==> config.mk <==
export PLATFORM = sky130hd
export DESIGN_NAME = mulc_interlock
export DESIGN_NICKNAME = d
export VERILOG_FILES = /design/src/rtl/mulc_interlock.sv
export SDC_FILE = /design/constraint.sdc
export NUM_CORES = 1
export LEC_CHECK = 0
export BUFFER_PORTS_ARGS = -buffer_cell sky130_fd_sc_hd__buf_2
export CORE_UTILIZATION = 25
export DETAILED_ROUTE_END_ITERATION = 6
export PLACE_DENSITY_LB_ADDON = 0.25
export SLEW_MARGIN = 20
export SYNTH_ARGS = -nofsm -noshare
export SYNTH_HDL_FRONTEND = slang
export SYNTH_SLANG_ARGS = --single-unit
==> constraint.sdc <==
create_clock -name clk -period 2.65 [get_ports clk]
set_clock_uncertainty 0.2 [all_clocks]
set_input_delay 0.1325 -clock clk [delete_from_list [all_inputs] [get_ports clk]]
set_output_delay 0.1325 -clock clk [all_outputs]
set_load 0.01 [all_outputs]
==> src/rtl/mulc_interlock.sv <==
module mulc_interlock #(
  parameter int TAG_W     = 4,
  parameter int MACL_TAIL = 4,
  parameter int MACW_TAIL = 2
) (
  input  logic             clk,
  input  logic             rst,
  input  logic             if_valid,
  input  logic [2:0]       if_cls,
  input  logic [TAG_W-1:0] if_tag,
  output logic             if_ready,
  output logic             id_stall,
  output logic             ex_stall,
  output logic             mul_busy,
  output logic             tr_id_v,
  output logic [TAG_W-1:0] tr_id_tag,
  output logic             tr_ex_v,
  output logic [TAG_W-1:0] tr_ex_tag,
  output logic             tr_ma_v,
  output logic [TAG_W-1:0] tr_ma_tag,
  output logic             tr_ma_second,
  output logic             tr_wb_v,
  output logic [TAG_W-1:0] tr_wb_tag
);

  localparam int TAIL_MAX = (MACL_TAIL > MACW_TAIL) ? MACL_TAIL : MACW_TAIL;
  localparam int CNT_W    = $clog2(TAIL_MAX + 1);

  localparam logic [2:0] C_MACL = 3'd1;
  localparam logic [2:0] C_MACW = 3'd2;
  localparam logic [2:0] C_MUL  = 3'd3;
  localparam logic [2:0] C_XFER = 3'd4;

  function automatic logic uses_mul(input logic [2:0] c);
    return (c == C_MACL) || (c == C_MACW) || (c == C_MUL) || (c == C_XFER);
  endfunction

  function automatic logic is_mac(input logic [2:0] c);
    return (c == C_MACL) || (c == C_MACW);
  endfunction

  logic             id_v, ex_v, ma_v, ma_sec, wb_v;
  logic [2:0]       id_c, ex_c, ma_c;
  logic [TAG_W-1:0] id_t, ex_t, ma_t, wb_t;
  logic [CNT_W-1:0] cnt;

  logic ma_first, ma_load, mul_block;
  logic ex_hold, ex_go, id_hold, id_go, take;

  assign ma_first  = ma_v && (ma_c == C_MACL) && !ma_sec;
  assign ma_load   = ma_v && is_mac(ma_c) && !ma_first;
  assign mul_block = (cnt != '0) || ma_load;

  assign ex_hold = ex_v && (ma_first || (uses_mul(ex_c) && mul_block));
  assign ex_go   = ex_v && !ex_hold;
  assign id_hold = id_v && ex_v && (ex_hold || (ex_c == C_MACL));
  assign id_go   = id_v && !id_hold;
  assign take    = if_valid && if_ready;

  assign if_ready = !id_hold;
  assign id_stall = id_hold;
  assign ex_stall = ex_hold;
  assign mul_busy = (cnt != '0);

  assign tr_id_v      = id_v;
  assign tr_id_tag    = id_t;
  assign tr_ex_v      = ex_v;
  assign tr_ex_tag    = ex_t;
  assign tr_ma_v      = ma_v;
  assign tr_ma_tag    = ma_t;
  assign tr_ma_second = ma_v && ma_sec;
  assign tr_wb_v      = wb_v;
  assign tr_wb_tag    = wb_t;

  always_ff @(posedge clk) begin
    if (rst) begin
      id_v   <= 1'b0;
      ex_v   <= 1'b0;
      ma_v   <= 1'b0;
      ma_sec <= 1'b0;
      wb_v   <= 1'b0;
      id_c   <= '0;
      ex_c   <= '0;
      ma_c   <= '0;
      id_t   <= '0;
      ex_t   <= '0;
      ma_t   <= '0;
      wb_t   <= '0;
      cnt    <= '0;
    end else begin
      wb_v <= ma_v && !ma_first && !is_mac(ma_c);
      wb_t <= ma_t;

      if (ma_first) begin
        ma_sec <= 1'b1;
      end else begin
        ma_v   <= ex_go;
        ma_c   <= ex_c;
        ma_t   <= ex_t;
        ma_sec <= 1'b0;
      end

      if (!ex_hold) begin
        ex_v <= id_go;
        ex_c <= id_c;
        ex_t <= id_t;
      end

      if (!id_hold) begin
        id_v <= take;
        id_c <= if_cls;
        id_t <= if_tag;
      end

      if (ma_load)
        cnt <= (ma_c == C_MACL) ? CNT_W'(MACL_TAIL) : CNT_W'(MACW_TAIL);
      else if (cnt != '0)
        cnt <= cnt - CNT_W'(1);
    end
  end

  p_reset_clear_r1: assert property (@(posedge clk)
    $past(rst) |-> (!id_v && !ex_v && !ma_v && !wb_v && !mul_busy && if_ready));

  p_macl_second_r3: assert property (@(posedge clk) disable iff (rst)
    ma_first |=> (ma_v && ma_sec && $stable(ma_t)));

  p_macl_gap_r4: assert property (@(posedge clk) disable iff (rst)
    (ex_v && (ex_c == C_MACL) && !ex_hold && id_v) |=> (id_v && !ex_v));

  p_busy_origin_r5: assert property (@(posedge clk) disable iff (rst)
    $rose(mul_busy) |-> $past(ma_v && is_mac(ma_c)));

  p_user_wait_r7: assert property (@(posedge clk) disable iff (rst)
    (ex_v && uses_mul(ex_c) && mul_busy) |=> (ex_v && $stable(ex_t)));

  p_plain_moves_r8: assert property (@(posedge clk) disable iff (rst)
    (ex_v && !uses_mul(ex_c) && !ma_first) |=> (ma_v && (ma_t == $past(ex_t))));

  p_hold_bubble_r10: assert property (@(posedge clk) disable iff (rst)
    (ex_stall && !ma_first) |=> !ma_v);

endmodule

After elaboration in Yosys (flattened, before gate mapping)
Index checks and enable logic that the tools add are counted.

word-level totals
  input bits = 10
  bits in registers = 33
  logic and storage cells = 52

operators by class
  add/sub/neg operators = 1
  eq/ne operators = 6
  muxes and demuxes = 4
  reduce and logical (&&, ||, !) cells = 28

operator list
  operator               number
  $logic_and A1 B1 Y1    14
  $eq A3 B2 Y1 const B   3
  $mux W3                3
  $logic_or A1 B1 Y1     7
  $eq A3 B1 Y1 const B   2
  $logic_not A1 Y1       5
  $eq A3 B3 Y1 const B   1
  $reduce_bool A3 Y1     1
  $sub A3 B1 Y3 const B  1
  $reduce_bool A2 Y1     1
  $mux W1                1

Depth between registers and ports, before layout
Gate-level depths: netlist of run 1.

  depth after elaboration = 13
  mapped depth = 8
  depth with buffers taken out = 8

Worst setup path before layout of run 1
OpenSTA, ideal clock, no wires.

  path type = reg2reg
  start = reg cnt[0]
  end = reg id_c[1]
  path buffers = 0
  data required time = 2.330 ns
  clock period less this slack = 2.033 ns
  path slack = 0.617 ns
  setup time = 0.120 ns
  stages on the path, launching flop included = 9
  data arrival time = 1.712 ns
  cell sequence = dfxtp_1 -> inv_1 -> ha_1 -> nand2b_1 -> a211oi_4 -> nor2_2 -> o311ai_4 -> inv_4 -> mux2i_1

on the way
  cells in the longest elaborated chain, start to end = 7

ends and longest elaborated chain
  item                    line  text
  start, declared         45    logic [CNT_W-1:0] cnt;
  start signal, assigned  116   cnt <= (ma_c == C_MACL) ? CNT_W'(MACL_TAIL) : CNT_W'(MACW_TAIL);
  start signal, assigned  118   cnt <= cnt - CNT_W'(1);
  $reduce_bool A3 Y1      n/a
  net mul_busy            14    output logic mul_busy,
  $logic_or A1 B1 Y1      52    assign mul_block = (cnt != '0) || ma_load;
  $logic_and A1 B1 Y1     54    assign ex_hold = ex_v && (ma_first || (uses_mul(ex_c) && mul_block));
  $logic_or A1 B1 Y1      54
  $logic_and A1 B1 Y1     54
  $logic_or A1 B1 Y1      56    assign id_hold = id_v && ex_v && (ex_hold || (ex_c == C_MACL));
  $logic_and A1 B1 Y1     56
  net id_stall            12    output logic id_stall,
  end signal, assigned    111   id_c <= if_cls;
  end, declared           43    logic [2:0] id_c, ex_c, ma_c;

The timed path passes the listed nets, and every way through them passes these cells.
A chain may end at the register's enable or synchronous reset.

Worst setup path after layout of run 1
  start = reg cnt[0]
  end = out id_stall

on the way
  cells in the longest elaborated chain, start to end = 7

ends and longest elaborated chain
  item                 line
  $reduce_bool A3 Y1   52
  $logic_or A1 B1 Y1   52
  $logic_and A1 B1 Y1  54
  $logic_or A1 B1 Y1   54
  $logic_and A1 B1 Y1  54
  $logic_or A1 B1 Y1   56
  $logic_and A1 B1 Y1  56
  end, declared        12

Every way passes these cells.

==> results.md, run 1 <==
* Root buf cell: clkbuf_8
* Die width at 76.1 um
* H-tree levels at 2
* CP Capture Type: primary output
* Critical path peak fanout at 7
* Syn Area/Cell at between 10 and 15 um2
* Clk Latency, worst-skew pair at around 0.27 ns
* Post-route cell area at 0.00179 mm2
* Post-CTS setup buffers at 0
* Tmin final at about 2.4 ns
* Placed Instance Area at 0.00162 mm2
* F_max at approximately 420 MHz
* Top cell type by total area after synthesis: dfxtp_1
* Post-synthesis sequential area ratio at 0.481
* ANT nets after route at 0
* Rel. slew slack at 0.601
* Post-synth EDFFs at 0
* DRT iter0 DRCs at 39
* Num rows at 26
* Most frequent cell after synthesis: dfxtp_1
* PwrDens at 677 mW/mm2
* CTS Buffer Depth at 2
* Die footprint at 0.00580 mm2
* Sink Count at 33
* Crit path DAT at 2.04 ns
* Worst Hold Class: input port to flop
* Setup crit start kind: flop
* Synth Cell Area at around 0.0014 mm2
* Nets at just under 200
* Syn nets at 148
* Crit share post-route at 0.896
* Req. time, crit path at 2.32 ns
* Endpoints failing hold at 0
* Primary FF master, synth: dfxtp_1
* Area grow syn2layout at 30.2%
* Core ar. at between 0.005 and 0.006 mm2
* Number of global-route vias before repair at 1009
* Gr ovfl total at 0
* Reg clk slew, reported paths at 0.06 ns
* Worst Max-Slew Pin Slew at 0.599 ns
* Ports at 35
* Port Buffers at 34
* Seq cells post-synth at 33
* Ratio of cells with drive above 1 in the final layout at 0.282
* Post-DP HPWL at 1860 um
* CTS tree: built
* Post-synth top area share at 0.481
* Pins Over Slew Limit at 0
* RSZ-0062 raised after global routing: false
* Largest net degree at the start of global routing at 41
* Final setup viols at 0
* Drt first pass iters at 4
* Diodes inserted at 0
* Top post-synthesis cells by area: dfxtp_1 (48%), mux2i_1 (8.0%), nand2b_1 (7.3%), nand3b_1 (4.4%), nor2_1 (2.7%)
* Post-synth cell types at 31
* Setup_tns at 0 ns
* Die height at 76.1 um
* Global-route wire length before repair at 4840 um
* Initial Utilization at 0.264
* Vias per cell at between 4 and 5
* Leak at 0.000734 uW
* Outcome: finished clean
* Top cells by count, synth: dfxtp_1 (33), nand2b_1 (16), mux2i_1 (11)
* Total of max-cap violations at 0
* Setup CP Type: flop to primary output
* DRC at 0
* WL/cell at between 10 and 15 um
* GRT Util Overall at 0.105
* Via count at 1053
* Routed WL at ~2800 um
* Total CTS buffers at 5
* Post-CTS resize count at 0
* Ys async rst share at 0
* Routability cong. at 0.711
* Synth warnings at 0
* Peak VDD IR at approximately 0.31 mV
* Post-synthesis cell count at between 100 and 150
* Initial antenna violation count at 0
[state kept, by name (all words and copies together), names as in the netlist, 3 cells and up]
| name | count |
|---|---|
| tr_ex_tag | 4 |
| cnt | 3 |
| tr_id_tag | 4 |
| ex_c | 3 |
| ma_c | 3 |
| tr_ma_tag | 4 |
| tr_wb_tag | 4 |
| id_c | 3 |
[layer usage]
metal	share of wire	track usage	wire length (um)	vias up
li1	-	-	-	548
met3	0.054	0.0299	151	5
met5	0	0	0	-
met4	0.011	0.0404	32	0
met1	0.53	0.145	1500	469
met2	0.40	0.154	1130	31
[critical path: stages, from the launching register on]
cell and delay (ns):
dfxtp_1 0.32, inv_1 0.08, ha_1 0.14, nand2b_1 0.16, a211oi_4 0.30, nor2_2 0.09
o311ai_4 0.40, inv_4 0.12, buf_2 0.16
[through the flow]
step / setup slack, ns / power (uW) / hold WS [ns] / utilization / instances
6_report: 0.277 / 1210 / 0.154 / 0.344 / 251
3_3_place_gp: 0.591 / 840 / 0.177 / 0.312 / 236
4_1_cts: 0.245 / 1230 / 0.157 / 0.344 / 251
2_1_floorplan: 0.617 / 772 / 0.0620 / - / 136
3_5_place_dp: 0.575 / 840 / 0.181 / 0.312 / 236
5_1_grt: 0.101 / 1290 / 0.187 / 0.344 / 251
[path summary, 6_finish.rpt]
check	to	slack, ns	cells after the start	startpoint
worst max register to register	tr_id_tag[0]	0.60	8	cnt[0]
worst min-delay path	tr_ma_tag[3]	0.15	2	rst
worst min register to register	id_c[0]	0.28	2	id_c[0]
worst max-delay path	id_stall	0.28	8	cnt[0]
[logic make-up after synthesis]
| group | count (synthesis) | synth area share |
|---|---|---|
| AO/OA/AOI/OAI | 18 | 0.107 |
| XOR/XNOR | 3 | 0.0191 |
| adder cells (fa/ha/maj) | 2 | 0.0182 |
| buffers and inverters | 13 | 0.0383 |
| flip-flops | 33 | 0.481 |
| multiplexers | 11 | 0.0801 |
| AND/OR/NAND/NOR | 56 | 0.257 |
[power by group]
part | switching (uW) | internal (uW) | total [uW] | leakage, uW
logic | 143 | 136 | 279 | 0.000419
clock network | 165 | 206 | 371 | 0.0000443
registers | 24.7 | 536 | 561 | 0.000271
[cell type report]
type | instances | area (um2)
Clock buffer | 7 | 86.3
Fill cell | 563 | 3420
Inverter | 7 | 28.8
Multi-Input combinational cell | 90 | 661
Sequential cell | 33 | 661
Tap cell | 70 | 87.6
Timing Repair Buffer | 44 | 265
[layout by cell type, fill, tap and decap left out, types with 2 or more instances in the layout]
cell type	n
nor2b_1	5
a21oi_1	5
nor3b_1	3
nor2_2	2
o21ai_0	7
or3_1	2
dfxtp_1	33
buf_4	2
nor2_1	10
xnor2_1	2
dlygate4sd3_1	8
clkbuf_8	6
nand3b_1	8
buf_2	34
inv_1	6
nand2_1	2
ha_1	2
mux2i_1	11
nor3_1	3
nand2b_1	16
[repair_timing]
item | in CTS | in global routing
endpoints found under the hold margin | 8 | 0
endpoints found under the setup margin | 0 | 0
hold buffers | 8 | 0
Power figures use the tool's default switching activity.
==> inputs of run 2 (changes only) <==
Settings changed: CORE_UTILIZATION 25 to 51.
==> run 2 against run 1 <==
Net effect: utilization grew 35 points; final area decreased by 2.9%; via count increased by 2.2%; power up 1.0%; cell count decreased by 16%; maximum frequency down 3.8%; worst setup slack worse by 0.094 ns; global-route usage is 8.8 points higher; routed wire length down 11%; hold slack got worse by 0.081 ns; first-iteration DRC count decreased by 72%; sequential power about the same; largest cell class unchanged; highest routed layer unchanged.
==> results.md, run 2 (synthesis gave the netlist of run 1 again) <==
* Outcome: finished clean
* Root buf cell: clkbuf_4
* Pins Over Slew Limit at 0
* Global-route wire length before repair at 3880 um
* WL/cell at 11.9 um
* M2 GR Usage at 0.323
* Switching share of power at 0.267
* Largest net degree at the start of global routing at just over 40
* Combinational power share at 0.226
* Routability cong. at 0.710
* Flop pwr share at 0.457
* Setup CP Type: flop to primary output
* GRT Util Overall at 0.193
* Gr ovfl total at 0
* CTS tree: built
* Clock share of power at 0.316
* Rel. slew slack at 0.628
* Total of max-cap violations at 0
* Core ar. at 0.00252 mm2
* Die footprint at between 0.002 and 0.003 mm2
* Tmin final at 2.47 ns
* Req. time, crit path at about 2.3 ns
* PwrDens at 704 mW/mm2
* P_int at 896 uW
* Endpoints failing hold at 0
* Peak VDD IR at 0.536 mV
* Reg clk slew, reported paths at 0.10 ns
* Final setup viols at 0
* Critical path peak fanout at 7
* Setup_tns at 0 ns
* Nets at slightly below 200
* Fillers at 220
* Hold path depth at 2
* Setup crit start kind: flop
* Via count at between 1000 and 1500
* F_max at 405 MHz
* Ports at 35
* Diodes inserted at 0
* Number of global-route vias before repair at 892
* Hold slack at 0.0726 ns
* Post-CTS setup buffers at 0
* Crit share post-route at 0.931
* Port Buffers at 34
* Initial antenna violation count at 0
* Initial Utilization at 0.545
* Leak at 0.000735 uW
* DRT iter0 DRCs at 11
* Clk Latency, worst-skew pair at 0.33 ns
* Crit path DAT at 2.13 ns
* Post-DP HPWL at 1680 um
* Met1 usage at 0.217
* ANT nets after route at 0
* Grt met3 use at 0.0763
* NetSw at approximately 330 uW
* Ratio of cells with drive above 1 in the final layout at 0.286
* Die width at 53.9 um
* Worst Hold Class: input port to flop
* CTS Buffer Depth at 2
* Sink Count at 33
* Worst Max-Slew Pin Slew at 0.557 ns
* Area grow syn2layout at 26.5%
* DRC at 0
* Post-CTS resize count at 0
* RSZ-0062 raised after global routing: false
* Routed WL at 2520 um
* Total CTS buffers at 5
* Vias per cell at 5.08
* Register-to-Register Path Depth at 8
* Commonest cells after routing, fill and taps aside: buf_2 (34), dfxtp_1 (33), nand2b_1 (16), mux2i_1 (11), nor2_1 (10)
* H-tree levels at 2
* Commonest non-fill, non-tap cell in the layout: buf_2
* Peak-usage layer in the global routing report: met2
* Num rows at 18
* Die height at 53.9 um
* CP Capture Type: primary output
* Drt first pass iters at 4
[run 2: cell count changes in the layout (fill, tap and decap cells not counted)]
cell,change
clkbuf_4,+5
bufinv_16,+1
clkbuf_8,-5
[run 2: routing by layer]
layer | share of wire | wire length [um]
met1 | 0.45 | 1140
met2 | 0.49 | 1230
met3 | 0.044 | 111
met4 | 0.017 | 44
met5 | 0 | 0
[run 2: cell type report]
| cell class | count | area (um2) | area share |
|---|---|---|---|
| sequential | 33 | 661 | 0.380 |
| multi-input combinational | 90 | 661 | 0.380 |
| timing repair buffer | 44 | 265 | 0.153 |
| clock buffer | 7 | 55.1 | 0.0317 |
| tap | 30 | 37.5 | 0.0216 |
| clock inverter | 1 | 30.0 | 0.0173 |
| inverter | 7 | 28.8 | 0.0166 |
[run 2: repair_timing]
action / CTS / global route
hold buffers: 8 / 0
hold endpoints to repair: 8 / 0
setup endpoints to repair: 0 / 0
[run 2: worst max-delay path, stage by stage (launching register included)]
cell and delay (ns):
dfxtp_1 0.33, inv_1 0.09, ha_1 0.16, nand2b_1 0.17, a211oi_4 0.30, nor2_2 0.10
o311ai_4 0.38, inv_4 0.11, buf_2 0.16
[run 2: through the flow]
| step | util | std cells | area (um2) | power, uW | setup WS (ns) |
|---|---|---|---|---|---|
| finish | 0.689 | 212 | 1740 | 1220 | 0.183 |
| global route | 0.689 | 212 | 1740 | 1290 | 0.0625 |
| CTS | 0.689 | 212 | 1740 | 1240 | 0.163 |
| detailed placement | 0.624 | 196 | 1570 | 840 | 0.557 |
| global placement | 0.624 | 196 | 1570 | 823 | 0.620 |
| floorplan | - | 136 | 1370 | 772 | 0.617 |
[run 2: path summary, 6_finish.rpt]
kind	slack [ns]	endpoint	startpoint
hold reg to reg	0.29	tr_wb_tag[1]	tr_ma_tag[1]
setup reg to reg	0.56	id_c[1]	cnt[0]
hold / removal	0.07	tr_ex_v	rst
setup / recovery	0.18	id_stall	cnt[0]
[run 2: power groups by stage]
stage	clock network (uW)	registers, uW	logic [uW]
2_1_floorplan	0	573	199
3_3_place_gp	0	569	254
3_5_place_dp	0	571	269
4_1_cts	400	560	279
5_1_grt	419	565	306
6_report	387	559	277
